### config.mk
export PLATFORM = sky130hd
export DESIGN_NAME = smem_bank_seq
export DESIGN_NICKNAME = d
export VERILOG_FILES = /design/src/rtl/smem_bank_seq.sv
export SDC_FILE = /design/constraint.sdc
export NUM_CORES = 1
export LEC_CHECK = 0
export BUFFER_PORTS_ARGS = -buffer_cell sky130_fd_sc_hd__buf_2
export CORE_ASPECT_RATIO = 0.8
export CORE_MARGIN = 3
export CORE_UTILIZATION = 51
export CTS_CLUSTER_DIAMETER = 50
export DETAILED_ROUTE_END_ITERATION = 8
export MAX_ROUTING_LAYER = met4
export PLACE_DENSITY = 0.76
export SYNTH_ARGS = -nofsm -noshare
export SYNTH_HDL_FRONTEND = slang
export SYNTH_SLANG_ARGS = --single-unit
### constraint.sdc
create_clock -name clk -period 3.1 [get_ports clk]
set_clock_uncertainty 0.05 [all_clocks]
set_input_delay 0.31 -clock clk [delete_from_list [all_inputs] [get_ports clk]]
set_output_delay 0.31 -clock clk [all_outputs]
set_load 0.05 [all_outputs]
### src/rtl/smem_bank_seq.sv
module smem_bank_seq #(
  parameter int ADDR_W = 16,
  parameter int NBANK  = 4,
  localparam int BW    = $clog2(NBANK),
  localparam int CFG_W = 27
) (
  input  logic              clk,
  input  logic              rst_n,
  input  logic              cfg_we,
  input  logic [BW-1:0]     cfg_bank,
  input  logic [CFG_W-1:0]  cfg_wdata,
  input  logic              req_valid,
  output logic              req_ready,
  input  logic [BW-1:0]     req_bank,
  input  logic [ADDR_W-1:0] req_offset,
  input  logic              req_write,
  input  logic [15:0]       req_wdata,
  output logic              rsp_done,
  output logic [63:0]       rsp_rdata,
  output logic [ADDR_W-1:0] mem_addr,
  output logic [NBANK-1:0]  mem_cs_n,
  output logic              mem_oe_n,
  output logic              mem_we_n,
  input  logic [15:0]       mem_d_in,
  output logic [15:0]       mem_d_out,
  output logic              mem_d_oe
);

  typedef enum logic [2:0] {
    S_IDLE, S_ASET, S_CSET, S_STRB, S_PAGE, S_CHOLD, S_AHOLD, S_DONE
  } st_t;

  logic [CFG_W-1:0]  cfg_q [NBANK];
  logic [CFG_W-1:0]  cur;
  st_t               st, st_n;
  logic [5:0]        cnt, len_n;
  logic [1:0]        item;
  logic [BW-1:0]     bank_q;
  logic              wr_q;
  logic [ADDR_W-1:0] base_q;
  logic [15:0]       wd_q;
  logic [63:0]       rd_q;

  wire accept = req_valid && (st == S_IDLE);
  wire [CFG_W-1:0] c = accept ? cfg_q[req_bank] : cur;
  wire [3:0] t_as  = c[3:0];
  wire [3:0] t_cs  = c[7:4];
  wire [4:0] t_acc = c[12:8];
  wire [3:0] t_ch  = c[16:13];
  wire [3:0] t_ah  = c[20:17];
  wire [3:0] t_pg  = c[24:21];
  wire       w16   = c[25];
  wire       pmode = c[26];
  wire       wr_now  = accept ? req_write : wr_q;
  wire       page_rd = pmode && !wr_now;
  wire       last    = (cnt == 6'd1);
  wire       strobe  = (st == S_STRB) || (st == S_PAGE);
  wire       cs_act  = (st == S_CSET) || strobe || (st == S_CHOLD);

  always_comb begin
    st_n = st;
    case (st)
      S_IDLE:  if (accept) st_n = (|t_as) ? S_ASET : (|t_cs) ? S_CSET : S_STRB;
      S_ASET:  if (last) st_n = (|t_cs) ? S_CSET : S_STRB;
      S_CSET:  if (last) st_n = S_STRB;
      S_STRB, S_PAGE:
        if (last)
          st_n = (page_rd && (st == S_STRB || item != 2'd3)) ? S_PAGE :
                 (|t_ch) ? S_CHOLD : (|t_ah) ? S_AHOLD : S_DONE;
      S_CHOLD: if (last) st_n = (|t_ah) ? S_AHOLD : S_DONE;
      S_AHOLD: if (last) st_n = S_DONE;
      default: st_n = S_IDLE;
    endcase
  end

  always_comb begin
    case (st_n)
      S_ASET:  len_n = {2'b00, t_as};
      S_CSET:  len_n = {2'b00, t_cs};
      S_STRB:  len_n = {1'b0, t_acc} + 6'd1;
      S_PAGE:  len_n = (t_pg == 4'd0) ? 6'd1 : {2'b00, t_pg};
      S_CHOLD: len_n = {2'b00, t_ch};
      S_AHOLD: len_n = {2'b00, t_ah};
      default: len_n = 6'd1;
    endcase
  end

  always_ff @(posedge clk or negedge rst_n) begin
    if (!rst_n) begin
      for (int b = 0; b < NBANK; b++) cfg_q[b] <= '0;
    end else if (cfg_we) begin
      cfg_q[cfg_bank] <= cfg_wdata;
    end
  end

  always_ff @(posedge clk or negedge rst_n) begin
    if (!rst_n) begin
      st     <= S_IDLE;
      cnt    <= 6'd1;
      item   <= 2'd0;
      cur    <= '0;
      bank_q <= '0;
      wr_q   <= 1'b0;
      base_q <= '0;
      wd_q   <= '0;
      rd_q   <= '0;
    end else begin
      st <= st_n;
      if (accept || (st != S_IDLE && last)) cnt <= len_n;
      else if (st != S_IDLE) cnt <= cnt - 6'd1;
      if (accept) begin
        cur    <= cfg_q[req_bank];
        bank_q <= req_bank;
        wr_q   <= req_write;
        wd_q   <= req_wdata;
        base_q <= w16 ? (req_offset >> 1) : req_offset;
        item   <= 2'd0;
        rd_q   <= '0;
      end else if (strobe && last) begin
        if (!wr_q) rd_q[item*16 +: 16] <= w16 ? mem_d_in : {8'h00, mem_d_in[7:0]};
        if (st_n == S_PAGE) item <= item + 2'd1;
      end
    end
  end

  assign req_ready = (st == S_IDLE);
  assign rsp_done  = (st == S_DONE);
  assign rsp_rdata = rd_q;
  assign mem_addr  = base_q + ADDR_W'(item);
  assign mem_cs_n  = cs_act ? ~(NBANK'(1) << bank_q) : '1;
  assign mem_oe_n  = !(strobe && !wr_q);
  assign mem_we_n  = !(strobe && wr_q);
  assign mem_d_out = cur[25] ? wd_q : {8'h00, wd_q[7:0]};
  assign mem_d_oe  = wr_q && (cs_act || st == S_AHOLD || st == S_DONE);

  assert_single_cs_R9: assert property (@(posedge clk) disable iff (!rst_n)
    $onehot0(~mem_cs_n));
  assert_strobe_in_cs_R3: assert property (@(posedge clk) disable iff (!rst_n)
    (!mem_oe_n || !mem_we_n) |-> (mem_cs_n != '1));
  assert_oe_we_excl_R8: assert property (@(posedge clk) disable iff (!rst_n)
    !mem_oe_n |-> mem_we_n);
  assert_doe_not_read_R8: assert property (@(posedge clk) disable iff (!rst_n)
    mem_d_oe |-> mem_oe_n);
  assert_doe_release_R8: assert property (@(posedge clk) disable iff (!rst_n)
    $fell(mem_d_oe) |-> (mem_cs_n == '1));
  assert_we_driven_R8: assert property (@(posedge clk) disable iff (!rst_n)
    !mem_we_n |-> mem_d_oe);
  assert_done_pulse_R4: assert property (@(posedge clk) disable iff (!rst_n)
    rsp_done |=> (!rsp_done && req_ready));
  assert_busy_R11: assert property (@(posedge clk) disable iff (!rst_n)
    (req_valid && req_ready) |=> !req_ready);

endmodule

==> results of run 1 <==
-- layout make-up --
cell class / count / area [um^2] / area share (%)
clock buffer: 33 / 718.2 / 5.074
clock inverter: 16 / 256.5 / 1.812
inverter: 16 / 65.06 / 0.4596
multi-input combinational: 626 / 5067 / 35.80
sequential: 245 / 6133 / 43.33
tap: 300 / 375.4 / 2.652
timing repair buffer: 254 / 1539 / 10.87
-- registers in the layout, indices dropped and copies added (netlist names) --
| signal | flops |
|---|---|
| st | 3 |
| item | 2 |
| cfg_q | 108 |
| cur | 27 |
| wr_q | 1 |
| wd_q | 16 |
| cnt | 6 |
| base_q | 16 |
| rsp_rdata | 64 |
| bank_q | 2 |
-- synthesized netlist by cell type (all sizes together) (2+ instances only) --
| library cell | instances | area, um^2 |
|---|---|---|
| o22ai | 2 | 12.51 |
| o21a | 5 | 37.54 |
| a22o | 57 | 499.2 |
| mux2 | 114 | 1284 |
| or4b | 3 | 33.78 |
| nand3 | 9 | 45.04 |
| a311oi | 2 | 17.52 |
| clkbuf | 31 | 116.4 |
| o21ai | 36 | 180.2 |
| nand3b | 4 | 30.03 |
| or2 | 6 | 40.05 |
| a211oi | 4 | 30.03 |
| nor2b | 4 | 25.02 |
| or4 | 4 | 30.03 |
| or3 | 3 | 18.77 |
| nand2 | 169 | 634.4 |
| a211o | 3 | 26.28 |
| nor4 | 11 | 102.6 |
| a31oi | 5 | 31.28 |
| nand4 | 5 | 31.28 |
| nor3 | 12 | 65.06 |
| ha | 10 | 125.1 |
| nor2 | 26 | 102.6 |
| buf | 25 | 150.1 |
| xor2 | 7 | 61.31 |
| a21oi | 13 | 76.33 |
| mux2i | 27 | 274.0 |
| nand2b | 5 | 31.28 |
| a31o | 2 | 17.52 |
| xnor2 | 12 | 105.1 |
| a2111oi | 4 | 55.06 |
| dfrtp | 244 | 6106 |
| and3 | 5 | 31.28 |
| nor3b | 2 | 15.01 |
| and2 | 12 | 75.08 |
| o221ai | 2 | 23.77 |
| o211ai | 2 | 15.01 |
| inv | 16 | 65.06 |
| mux4 | 30 | 675.7 |
-- critical path, cell delays in order, from the launching register on --
cell and delay [ns]:
dfrtp_1 0.40, ha_1 0.19, inv_1 0.06, fa_2 0.38, nor2_4 0.14, and3_4 0.21
nor2b_4 0.17, nand3_1 0.12, xnor2_1 0.20, buf_4 0.23
-- cells by family (layout without fill, tap and decap cells) --
logic type,Yosys count,in the layout,share of synthesized area (%)
AOI/OAI and AO/OA,144,144,9.552
and+or+nand+nor,281,281,11.67
muxes,171,171,19.53
xor gates and xnor gates,19,19,1.455
adders and majority gates,11,11,1.269
buffers and inverters,72,319,2.899
DFF,245,245,53.62
-- layer usage --
metal  up-vias  part of all wire (%)  track usage [%]
met5         -                     0                -
met4         0                   2.1            4.989
met3        48                   6.2            4.336
li1       3856                     -                -
met1      4261                    45            34.16
met2       307                    47            37.58
-- final timing paths --
| kind | slack, ns | startpoint | to | cells after the start |
|---|---|---|---|---|
| max in group asynchronous | 1.83 | rst_n | cfg_q[27] | 3 |
| min in group asynchronous | 0.30 | rst_n | rsp_rdata[57] | 2 |
| worst max register to register | 0.14 | st[1] | cnt[0] | 10 |
| worst max-delay path | 0.12 | item[0] | mem_addr[12] | 9 |
| worst min register to register | 0.42 | wd_q[8] | wd_q[8] | 2 |
| worst min-delay path | 0.02 | cfg_wdata[2] | cfg_q[2] | 2 |
-- stage by stage --
step	hold slack [ns]	setup WS (ns)
after global placement	0.2595	0.05846
after floorplan	-0.03559	0.08272
after detailed placement	0.2632	-0.02196
after global routing	0.008093	-0.01760
after CTS	0.0002601	0.03130
final	0.01544	0.1167
-- power by group --
| part | switching, mW | internal (mW) |
|---|---|---|
| Clock | 1.31 | 2.17 |
| Combinational | 3.23 | 1.77 |
| Sequential | 0.567 | 3.98 |
| Total | 5.11 | 7.91 |
-- timing repair --
action                                  4_1_cts  5_1_grt
hold buffers                                 21        0
endpoints found under the setup margin        4       28
pin swaps                                     1        3
gates resized for setup                       5       22
endpoints found under the hold margin        88        0
setup buffers                                 1        1
==> flow_metrics.tcl, run 1 <==
set metrics [dict create \
    die-area_um2 24270 \
    setup_violations 0 \
    numCtsBuffers 27 \
    gp_congestion 0.9587 \
    ys.flop_type "dfrtp_1" \
    nets 1265 \
    worst_ep_arrival_time_ns 2.62 \
    p_leak_nw 6.729 \
    final_common_cell "dfrtp_1" \
    grt_use_total_pct 24.26 \
    syn-mean-instance-area_um2 12.13 \
    htreeDepth 1 \
    antenna_cells 0 \
    hold_violations 0 \
    die_w_um 173.4 \
    drtIter0Drc 774 \
    core_area_um2 21800 \
    yosysSeqAreaShare_pct 53.62 \
    end_kind "primary output" \
    hpwlAfterDp_um 20090 \
    worstSetupPathType "reg -> out" \
    synth_cell_type_count 70 \
    top_level_ports 189 \
    status "complete, no violations" \
    ys_async_sr_fraction_pct 100.0 \
    area_growth_pct 23.77 \
    layoutNonFillerInstCount 1490 \
    fillers 1656 \
    drtAntennaViolNets 0 \
    grt.overflow.total 0 \
    finalCritPeriodShare_pct 96.24 \
    firstDrtPassIters 7 \
    syn_area_um2 11440 \
    final_cell_mix "dfrtp_1 (243), buf_2 (184), nand2_1 (169), mux2_2 (113), a22o_1 (57)" \
    synth_cells 943 \
    cts_buffer_depth 3 \
    period_needed_ns 2.983 \
    clock-sinks 245 \
    design_area_um2 14150 \
    maxSlewViolCount 0 \
    tns_ns 0 \
    slew_headroom_pct 51.69 \
    grt_pass1_vias 8852 \
    p_per_area_nw_per_um2 919.8 \
    clock.fmax_mhz 335.2 \
    fp.dieH_um 139.9 \
    post-route-util_pct 64.93 \
    cp.required_ns 2.74 \
    synth-edff-count 0 \
    clk_pin_slew_ns 0.06 \
    synthesis.nets 1038 \
    place_area_um2 12860 \
    num_vias 8472 \
    yosysWarnings 0 \
    placedCellCount 1418 \
    totalWireLength_um 28600 \
    placement_rows 48 \
    start_util_pct 52.46 \
    drive_above_1_share_pct 38.57 \
    maxCapViolations 0 \
    start_kind "register" \
    antenna_found_initial 0 \
    worst_pin_slew_ns 0.7180 \
    total_power_mw 13.02 \
    clk_latency_ns 0.52 \
    vdd_drop_max_v 0.0004466 \
    vias_per_cell 5.686 \
    grt_first_pass_wirelength_um 47060 \
    critPathMaxFanout 3 \
    min_path_type "in -> reg" \
    synth_seq_cells 245 \
    drcViolationCount 0 \
    grt_max_degree 69 \
    cts-root-buf "clkbuf_16" \
    portBuffers 188 \
    cts_tree "done" \
    wl_per_cell_um 19.19 \
]
Note: power is estimated with default switching activity, not from simulation.
==> run 2: changes to the inputs <==
PLACE_DENSITY = 0.78   (was 0.76)
==> run 2 against run 1 <==
Compared with the run above: global-route usage is 0.31 points higher; final cell count grew 2.6%; critical path depth grew 2; sequential power about the same; critical endpoint is now cnt[1].
==> flow_metrics.tcl, run 2 (synthesized netlist as in run 1, its figures left out) <==
set metrics [dict create \
    timing.rr.start "st[0]" \
    p_per_area_nw_per_um2 898.2 \
    worst_ep_arrival_time_ns 3.37 \
    vdd_drop_max_v 0.0004899 \
    critPathMaxFanout 25 \
    cp.depth 11 \
    area_growth_pct 26.06 \
    cp_top_family "compound AO/OA/AOI/OAI gates" \
    core_area_um2 21800 \
    grt_use_total_pct 24.57 \
    antenna_found_initial 1 \
    final_common_cell "dfrtp_1" \
    cts_tree "done" \
    vias_per_cell 5.618 \
    clock.fmax_mhz 335.8 \
    setup.worst_path.start "st[0]" \
    endpoint "cnt[1]" \
    largest_register "cfg_q" \
    place_area_um2 12910 \
    top_level_ports 189 \
    ff2ff_setup_slack_ns 0.12 \
    wl_per_cell_um 19.15 \
    firstDrtPassIters 5 \
    die-area_um2 24270 \
    drcViolationCount 0 \
    fp.dieH_um 139.9 \
    period_needed_ns 2.978 \
    grt_first_pass_wirelength_um 47490 \
    end_kind "register" \
    clk_latency_ns 0.53 \
    grt.overflow.total 0 \
    cpMaxStageDelayCell "or4b_4" \
    placement_rows 48 \
    start_kind "register" \
    nets 1300 \
    totalWireLength_um 29260 \
    htreeDepth 1 \
    setup_violations 0 \
    hpwlAfterDp_um 19990 \
    grt_max_degree 81 \
    status "complete, no violations" \
    worst_pin_slew_ns 0.8244 \
    cts_buffer_depth 3 \
    slew_headroom_pct 45.04 \
    worst_r2r_endpoint "cnt[1]" \
    clock-sinks 245 \
    drive_above_1_share_pct 37.68 \
    worst-path-buf-inv 3 \
    maxSlewViolCount 0 \
    drtIter0Drc 704 \
    p_leak_nw 6.876 \
    numCtsBuffers 28 \
    critPathMaxStageDelay_ns 0.59 \
    die_w_um 173.4 \
    cts-root-buf "clkbuf_16" \
    grt_pass1_vias 8816 \
    design_area_um2 14420 \
    worstRegToRegCells 11 \
    drtAntennaViolNets 0 \
    final_cell_mix "dfrtp_1 (244), buf_2 (184), nand2_1 (169), mux2_2 (112), a22o_1 (57)" \
    min_path_type "in -> reg" \
    holdWs_ns 0.02207 \
    clk_pin_slew_ns 0.06 \
    portBuffers 188 \
    crit_top_cell "buf_6" \
    largest_reg_flops 108 \
    gp_congestion 0.9010 \
    finalCritPeriodShare_pct 96.07 \
    maxCapViolations 0 \
    num_vias 8584 \
    cp_cell_sequence "or4b_4, buf_6, nor2_1, a211oi_2, o32ai_2, a21oi_4, buf_6, inv_4, nor3_1, a211o_1, o31ai_1" \
    cp.required_ns 3.49 \
    worstSetupPathType "reg -> reg" \
    hold_violations 0 \
    start_util_pct 52.46 \
]
-- run 2: cell count changes in the layout (fill, tap and decap cells not counted), moves of 3 or more --
cell           change
dlygate4sd3_1     +26
buf_4              +7
nor3_2             -3
nor3_1             +3
bufinv_16          -4
clkinv_4           +3
-- run 2: through the flow --
stage	setup TNS [ns]	total power, mW	utilization, %	std cells	setup slack, ns
global route	-0.001221	13.63	66.12	1527	-0.001221
finish	0	12.95	66.13	1528	0.1218
floorplan	0	8.093	-	943	0.08272
detailed placement	0	9.472	59.20	1425	0.06873
global placement	0	9.350	59.20	1425	0.1010
CTS	0	12.91	65.76	1523	0.02150
-- run 2: layer usage --
metal,GRT usage (%),share of wire (%),up-vias
li1,-,-,3928
met1,34.27,45,4294
met2,38.84,47,306
met3,3.631,5.9,56
met4,5.416,2.4,0
met5,-,0,-
-- run 2: worst reg2reg max path, cell delays in order (launching register included) --
cell and delay (ns):
dfrtp_1 0.46, or4b_4 0.59, buf_6 0.21, nor2_1 0.19, a211oi_2 0.12, o32ai_2 0.30, a21oi_4 0.06, buf_6 0.15
inv_4 0.12, nor3_1 0.06, a211o_1 0.33, o31ai_1 0.27
-- run 2: timing repair --
| item | 4_1_cts | 5_1_grt |
|---|---|---|
| pin swaps | 0 | 5 |
| setup endpoints to repair | 2 | 14 |
| hold endpoints to repair | 166 | 0 |
| gates resized for setup | 3 | 13 |
| buffers inserted | 0 | 3 |
| hold buffers | 47 | 0 |
-- run 2: worst min path at each step --
stage,start,end,slack (ns),cells past startpoint
global placement,rst_n,rsp_rdata[15],0.28,1
detailed placement,rst_n,rsp_rdata[10],0.28,1
CTS,cfg_wdata[19],cfg_q[19],0.0004,2
floorplan,rst_n,bank_q[0],-0.04,0
global route,mem_d_in[7],rsp_rdata[55],0.008,2
finish,cfg_wdata[3],cfg_q[57],0.02,2
-- run 2: power by group --
part	switching (mW)	internal, mW	leakage [nW]
clock network	1.35	1.99	0.465
logic	3.24	1.83	3.33
registers	0.560	3.98	3.08
total	5.15	7.80	6.88
-- run 2: final cells by class --
| type | instances | area, um^2 |
|---|---|---|
| sequential | 245 | 6132 |
| fill | 1639 | 7385 |
| inverter | 16 | 65.06 |
| timing repair buffer | 288 | 1863 |
| tap | 300 | 375.4 |
| clock inverter | 15 | 160.2 |
| clock buffer | 36 | 792.0 |
| antenna | 2 | 5.005 |
| multi-input combinational | 626 | 5024 |
